$ cat src/rtl/region_chk_pkg.sv
package region_chk_pkg;
  // Configuration map (byte offsets within the 4 KB configuration frame)
  localparam logic [11:0] CTRL_OFS       = 12'h004;
  localparam logic [11:0] WIN_FIRST_OFS  = 12'h100;
  localparam int          WIN_STRIDE_LG2 = 5;
  localparam int          PAGE_LG2       = 12;
  localparam int          LO_PAGE_W      = 32 - PAGE_LG2;

  // Word select within one window's 0x20-byte slot (byte offset / 4)
  typedef enum logic [2:0] {
    WSEL_BASE_LO = 3'd0,
    WSEL_BASE_HI = 3'd1,
    WSEL_TOP_LO  = 3'd2,
    WSEL_TOP_HI  = 3'd3,
    WSEL_ATTR    = 3'd4,
    WSEL_IDEN    = 3'd5
  } wsel_e;

  localparam int ATTR_SRD_BIT  = 30;
  localparam int ATTR_SWR_BIT  = 31;
  localparam int IDEN_WR_SHIFT = 16;
endpackage

$ cat src/rtl/region_cfg_regs.sv
module region_cfg_regs
  import region_chk_pkg::*;
#(
  parameter int ADDR_W      = 40,
  parameter int NUM_REGIONS = 9,
  parameter int NUM_FILTERS = 4,
  parameter int NUM_IDS     = 16,
  localparam int PAGE_W     = ADDR_W - PAGE_LG2
) (
  input  logic                                    clk,
  input  logic                                    rst,
  input  logic                                    cfg_we,
  input  logic [11:0]                             cfg_addr,
  input  logic [31:0]                             cfg_wdata,
  output logic [NUM_REGIONS-1:0][PAGE_W-1:0]      base_pg,
  output logic [NUM_REGIONS-1:0][PAGE_W-1:0]      top_pg,
  output logic [NUM_REGIONS-1:0][NUM_FILTERS-1:0] fen,
  output logic [NUM_REGIONS-1:0]                  sec_rd,
  output logic [NUM_REGIONS-1:0]                  sec_wr,
  output logic [NUM_REGIONS-1:0][NUM_IDS-1:0]     id_rd,
  output logic [NUM_REGIONS-1:0][NUM_IDS-1:0]     id_wr,
  output logic                                    err_en
);
  localparam int HI_W      = ADDR_W - 32;
  localparam int SPAN      = NUM_REGIONS << WIN_STRIDE_LG2;
  localparam int RSEL_W    = 12 - WIN_STRIDE_LG2;

  logic [11:0]       rel;
  logic              in_win;
  logic [RSEL_W-1:0] rsel;
  wsel_e             wsel;

  assign rel    = cfg_addr - WIN_FIRST_OFS;
  assign in_win = (cfg_addr >= WIN_FIRST_OFS) && (rel < 12'(SPAN));
  assign rsel   = rel[11:WIN_STRIDE_LG2];
  assign wsel   = wsel_e'(rel[4:2]);

  always_ff @(posedge clk) begin
    if (rst)                                err_en <= 1'b0;
    else if (cfg_we && cfg_addr == CTRL_OFS) err_en <= cfg_wdata[0];
  end

  for (genvar r = 0; r < NUM_REGIONS; r++) begin : g_win
    logic               hit;
    logic               srd_q, swr_q;
    logic [NUM_IDS-1:0] idr_q, idw_q;

    assign hit = cfg_we && in_win && (rsel == RSEL_W'(r));

    always_ff @(posedge clk) begin
      if (rst) begin
        srd_q <= 1'b0;
        swr_q <= 1'b0;
        idr_q <= '0;
        idw_q <= '0;
      end else if (hit) begin
        if (wsel == WSEL_ATTR) begin
          srd_q <= cfg_wdata[ATTR_SRD_BIT];
          swr_q <= cfg_wdata[ATTR_SWR_BIT];
        end
        if (wsel == WSEL_IDEN) begin
          idr_q <= cfg_wdata[NUM_IDS-1:0];
          idw_q <= cfg_wdata[IDEN_WR_SHIFT +: NUM_IDS];
        end
      end
    end

    assign sec_rd[r] = srd_q;
    assign sec_wr[r] = swr_q;
    assign id_rd[r]  = idr_q;
    assign id_wr[r]  = idw_q;

    if (r == 0) begin : g_background
      // Background window: fixed full range, present on every filter
      assign base_pg[r] = '0;
      assign top_pg[r]  = '1;
      assign fen[r]     = '1;
    end else begin : g_ranged
      logic [PAGE_W-1:0]      base_q, top_q;
      logic [NUM_FILTERS-1:0] fen_q;

      always_ff @(posedge clk) begin
        if (rst) begin
          base_q <= '0;
          top_q  <= '0;
          fen_q  <= '0;
        end else if (hit) begin
          case (wsel)
            WSEL_BASE_LO: base_q[LO_PAGE_W-1:0]      <= cfg_wdata[31:PAGE_LG2];
            WSEL_BASE_HI: base_q[PAGE_W-1:LO_PAGE_W] <= cfg_wdata[HI_W-1:0];
            WSEL_TOP_LO:  top_q[LO_PAGE_W-1:0]       <= cfg_wdata[31:PAGE_LG2];
            WSEL_TOP_HI:  top_q[PAGE_W-1:LO_PAGE_W]  <= cfg_wdata[HI_W-1:0];
            WSEL_ATTR:    fen_q                      <= cfg_wdata[NUM_FILTERS-1:0];
            default: ;
          endcase
        end
      end

      assign base_pg[r] = base_q;
      assign top_pg[r]  = top_q;
      assign fen[r]     = fen_q;
    end
  end
endmodule

$ cat config.mk
export PLATFORM = sky130hd
export DESIGN_NAME = region_cfg_regs
export DESIGN_NICKNAME = d
export VERILOG_FILES = /design/src/rtl/region_chk_pkg.sv /design/src/rtl/region_cfg_regs.sv
export SDC_FILE = /design/constraint.sdc
export NUM_CORES = 2
export LEC_CHECK = 0
export CAP_MARGIN = 20
export CORE_AREA = 10 10 341 343
export CTS_CLUSTER_DIAMETER = 30
export DETAILED_ROUTE_END_ITERATION = 8
export DIE_AREA = 0 0 351 353
export SKIP_LAST_GASP = 1
export SLEW_MARGIN = 15
export SYNTH_ARGS = -nofsm -noshare
export SYNTH_HDL_FRONTEND = slang
export SYNTH_SLANG_ARGS = --single-unit
$ cat constraint.sdc
create_clock -name clk -period 4.3 [get_ports clk]
set_input_delay 0.43 -clock clk [delete_from_list [all_inputs] [get_ports clk]]
set_output_delay 0.43 -clock clk [all_outputs]
set_load 0.05 [all_outputs]
==> report_table.html <==
<table>
<tr><th>Metric</th><th>Value</th></tr>
<tr><th colspan="2">Outcome</th></tr>
<tr><td>Status</td><td>complete, no violations</td></tr>
<tr><th colspan="2">Drt</th></tr>
<tr><td>Aggregate routed wire length</td><td>133 mm</td></tr>
<tr><td>Antenna-violating nets left</td><td>0</td></tr>
<tr><td>Number of remaining DRC errors</td><td>0</td></tr>
<tr><td>Post-detailed-route wirelength per cell</td><td>approximately 24 µm</td></tr>
<tr><td>Vias per std cell</td><td>4.53</td></tr>
<tr><td>Starting DRT DRC Count</td><td>1359</td></tr>
<tr><td>Detailed-route via count</td><td>24700</td></tr>
<tr><td>Pre-Repair DR Iteration Count</td><td>7</td></tr>
<tr><th colspan="2">Yosys</th></tr>
<tr><td>Top_reg_cell synth</td><td>sky130_fd_sc_hd__dfxtp_1</td></tr>
<tr><td>Post-Synthesis Cells</td><td>3085</td></tr>
<tr><td>Count of distinct cell types in the synthesized netlist</td><td>37</td></tr>
<tr><td>Sequential share of the synthesized area</td><td>between 50% and 60%</td></tr>
<tr><td>Post-synthesis async set-or-reset flop share</td><td>0%</td></tr>
<tr><td>Synthesized area per cell</td><td>9.85 µm²</td></tr>
<tr><td>Flip-flop and latch count after synthesis</td><td>a little under 800</td></tr>
<tr><td>Number of synthesized flops with an enable pin</td><td>0</td></tr>
<tr><td>Post-Syn Area</td><td>0.0304 mm²</td></tr>
<tr><td>Number of synthesis warnings</td><td>0</td></tr>
<tr><th colspan="2">STA</th></tr>
<tr><td>Period utilisation layout</td><td>70.2%</td></tr>
<tr><td>Transition time of the tightest slew-check pin</td><td>1.14 ns</td></tr>
<tr><td>Max-slew headroom at the worst pin</td><td>about a quarter</td></tr>
<tr><td>Number of endpoints failing setup at the final stage</td><td>0</td></tr>
<tr><td>Final max-slew violation count</td><td>0</td></tr>
<tr><td>RSZ-0062 raised after global routing</td><td>no</td></tr>
<tr><td>Fin Clk Skew</td><td>0 ns</td></tr>
<tr><td>Max Freq</td><td>0.331 GHz</td></tr>
<tr><td>Final critical delay including setup and external delays</td><td>3.02 ns</td></tr>
<tr><td>Final sum of negative setup slack</td><td>0 ns</td></tr>
<tr><td>Hold WS</td><td>0.182 ns</td></tr>
<tr><td>Number of hold-slack violations in the final timing report</td><td>0</td></tr>
<tr><th colspan="2">Worst setup path</th></tr>
<tr><td>Data arrival time at the worst-slack endpoint</td><td>3.59 ns</td></tr>
<tr><td>CP Data Required Time</td><td>around 5 ns</td></tr>
<tr><td>Largest delay contributor family on the critical path</td><td>buffers and inverters</td></tr>
<tr><td>Setup slack of the worst register-to-register path</td><td>between 3 and 4 ns</td></tr>
<tr><td>CP max FO</td><td>20</td></tr>
<tr><td>Sort of element at the start of the critical path</td><td>input pin</td></tr>
<tr><td>Endpoint class of the critical path</td><td>flop</td></tr>
<tr><td>Slowest stage delay, CP</td><td>about 0.70 ns</td></tr>
<tr><td>CP max-delay cell</td><td>sky130_fd_sc_hd__clkdlybuf4s50_1</td></tr>
<tr><td>Reg-to-reg startpoint</td><td>g_win[2].g_ranged.base_q[7]</td></tr>
<tr><td>Cell-by-cell trace of the critical path</td><td>clkdlybuf4s50_1 -&gt; inv_2 -&gt; ha_1 -&gt; or2_0 -&gt; o21ai_2 -&gt; mux2_2 -&gt; buf_4 -&gt; nand2_2 -&gt; mux2i_1</td></tr>
<tr><td>Buffers and inverters on the worst path</td><td>3</td></tr>
<tr><td>Depth of the worst register-to-register path</td><td>2</td></tr>
<tr><td>Crit Reg-Reg Endpoint</td><td>g_win[2].g_ranged.base_q[7]</td></tr>
<tr><td>Crit Path Class</td><td>input pin to flop</td></tr>
<tr><th colspan="2">Placed design</th></tr>
<tr><td>Total of buffers placed on input and output ports</td><td>833</td></tr>
<tr><td>Detailed-placement wirelength estimate</td><td>93.2 mm</td></tr>
<tr><td>Routability congestion estimate</td><td>0.810</td></tr>
<tr><td>Standard cell area after detailed placement</td><td>0.0396 mm²</td></tr>
<tr><th colspan="2">Clock network</th></tr>
<tr><td>Clock buffers created by TritonCTS</td><td>180</td></tr>
<tr><td>Clk Latency, worst-skew pair</td><td>0.72 ns</td></tr>
<tr><td>Clock tree from TritonCTS</td><td>yes</td></tr>
<tr><td>Max Root-Sink Buffers</td><td>3</td></tr>
<tr><td>H-Tree Depth</td><td>4</td></tr>
<tr><td>Number of resized instances in the post-cts repair step</td><td>0</td></tr>
<tr><td>Clk sink count</td><td>787</td></tr>
<tr><td>Clock transition at the registers of the reported paths</td><td>about 0.04 ns</td></tr>
<tr><td>Buffers inserted during post-CTS setup optimization</td><td>0</td></tr>
<tr><td>Clock root buffer</td><td>sky130_fd_sc_hd__clkbuf_16</td></tr>
<tr><td>Cts-stage hold buffer count</td><td>0</td></tr>
<tr><th colspan="2">Min path</th></tr>
<tr><td>Worst hold endpoint</td><td>g_win[4].g_ranged.top_q[1]</td></tr>
<tr><td>Hold depth</td><td>2</td></tr>
<tr><td>Hold Path Class</td><td>input pin to flop</td></tr>
<tr><td>Launch instance of the worst min-delay path</td><td>rst</td></tr>
<tr><th colspan="2">Pwr</th></tr>
<tr><td>Leak pwr</td><td>~20 nW</td></tr>
<tr><td>Sw Share</td><td>22.5%</td></tr>
<tr><td>VDD IR max</td><td>approximately 400 µV</td></tr>
<tr><td>Areal power density over the cells</td><td>a little under 500 mW/mm²</td></tr>
<tr><td>Psw</td><td>between 5 and 6 mW</td></tr>
<tr><td>Overall power after layout</td><td>22.6 mW</td></tr>
<tr><td>Internal power</td><td>~18 mW</td></tr>
<tr><td>Clock network power share</td><td>between 60 and 70%</td></tr>
<tr><td>Comb pwr share</td><td>3.2%</td></tr>
<tr><td>Sequential share of power</td><td>between 30% and 40%</td></tr>
<tr><th colspan="2">GRT</th></tr>
<tr><td>Global-route wire length before repair</td><td>about 180 mm</td></tr>
<tr><td>Largest net degree at the start of global routing</td><td>between 150 and 200</td></tr>
<tr><td>Number of global-route vias before repair</td><td>24500</td></tr>
<tr><td>Antenna violations before repair</td><td>10</td></tr>
<tr><td>Total global-route track usage</td><td>20.4%</td></tr>
<tr><td>Remaining global-route overflow</td><td>0</td></tr>
<tr><th colspan="2">Floorplan</th></tr>
<tr><td>X dimension of the die</td><td>351 µm</td></tr>
<tr><td>Vertical die dimension</td><td>353 µm</td></tr>
<tr><td>Die Area</td><td>0.124 mm²</td></tr>
<tr><td>Starting density of the core</td><td>roughly 28%</td></tr>
<tr><td>Number of I/O pins</td><td>894</td></tr>
<tr><td>Core region area</td><td>between 0.1 and 0.15 mm²</td></tr>
<tr><td>Count of standard-cell rows</td><td>122</td></tr>
<tr><th colspan="2">Cells and area</th></tr>
<tr><td>Net count, final</td><td>roughly 3900</td></tr>
<tr><td>Proportion of layout cells with a drive suffix above 1</td><td>10.7%</td></tr>
<tr><td>Share of the core filled with cells</td><td>42.1%</td></tr>
<tr><td>Post-route cell area</td><td>approximately 0.046 mm²</td></tr>
<tr><td>Synthesis-to-finish area growth</td><td>52.3%</td></tr>
<tr><th colspan="2">Job</th></tr>
<tr><td>Number of max-cap violations</td><td>0</td></tr>
</table>
## power by group through the flow
stage               Combinational [mW]  Sequential, mW  Clock, mW
floorplan                        0.470            7.46          0
global placement                 0.733            7.46          0
detailed placement               0.730            7.46          0
CTS                              0.732            7.32       14.8
global route                     0.757            7.31       15.2
finish                           0.725            7.32       14.6
## cell type report
class,instances,area (µm²)
antenna,3,7.51
clock buffer,234,5070
clock inverter,102,1540
fill,10500,63500
inverter,3,11.3
multi-input combinational,1993,13100
sequential,787,15800
tap,1426,1780
timing repair buffer,902,8940
## metal layers
metal | wire length (µm) | part of all wire [%] | up-vias | track usage [%]
li1 | - | - | 11600 | -
met1 | 53400 | 40 | 11900 | 23.8
met2 | 61100 | 46 | 1003 | 33.2
met3 | 12900 | 9.7 | 230 | 7.69
met4 | 5360 | 4.0 | 6 | 8.73
met5 | 42 | 0.032 | - | 0
## cells in the final DEF, fill, tap and decap left out, drive strengths merged, types with 13 or more instances in the layout
cell type      Yosys  routed
o21ai             13      13
clkdlybuf4s50      0     832
nand3             27      27
dfxtp            787     787
nand2b           537     537
bufinv             0      29
nor2              68      68
a21oi            208     208
nand3b            20      20
clkinv             0      46
nor4              14      14
mux2i            567     567
buf              158      70
conb               2      60
clkbuf           202     234
clkinvlp           0      22
nand2            435     435
## cell usage after synthesis (all sizes together) (13+ instances only)
| cell type | number | area share (%) |
|---|---|---|
| a21oi | 208 | 3.4 |
| buf | 158 | 3.3 |
| clkbuf | 202 | 2.5 |
| dfxtp | 787 | 52 |
| mux2i | 567 | 19 |
| nand2 | 435 | 5.4 |
| nand2b | 537 | 11 |
| nand3 | 27 | 0.56 |
| nand3b | 20 | 0.51 |
| nor2 | 68 | 0.84 |
| nor4 | 14 | 0.34 |
| o21ai | 13 | 0.21 |
## cell families (layout without fill, tap and decap cells)
logic type	after synthesis	count (layout)	synth area share [%]
simple gates	1141	1141	19.8
fa+ha+maj	2	2	0.0824
flops	787	787	51.9
other cells	2	63	0.0247
buf+inv	363	1241	5.88
compound gates	222	222	3.67
mux	568	568	18.7
## worst max path at each step
| stage | startpoint | endpoint | cells past startpoint |
|---|---|---|---|
| after CTS | cfg_addr[8] | g_win[1].g_ranged.top_q[14] | 9 |
| final | cfg_addr[8] | g_win[1].g_ranged.top_q[14] | 9 |
| after global routing | cfg_addr[8] | g_win[1].g_ranged.top_q[0] | 9 |
| after floorplan | cfg_addr[8] | g_win[5].g_ranged.fen_q[0] | 10 |
| after global placement | cfg_addr[8] | g_win[1].g_ranged.top_q[0] | 9 |
| after detailed placement | cfg_addr[8] | g_win[1].g_ranged.top_q[0] | 9 |
## worst reg2reg max path, delay by kind of cell (launching register included)
kind               cells  cell delay, ns
AOI/OAI and AO/OA      1            0.13
and+or+nand+nor        1            0.07
DFF                    1            0.42
## metrics by stage
stage          setup slack (ns)  std cells
2_1_floorplan              2.00       3143
6_report                   1.28       5450
3_3_place_gp              0.592       5110
5_1_grt                    1.07       5447
3_5_place_dp              0.544       5111
4_1_cts                    1.34       5447
## state kept, by name (all words and copies together) (netlist names)
signal and flops:
g_win.idw_q 144, g_win.srd_q 9, err_en 1, g_win.g_ranged.top_q 224, g_win.swr_q 9, g_win.g_ranged.base_q 224, g_win.idr_q 144, g_win.g_ranged.fen_q 32
Power figures use the tool's default switching activity.
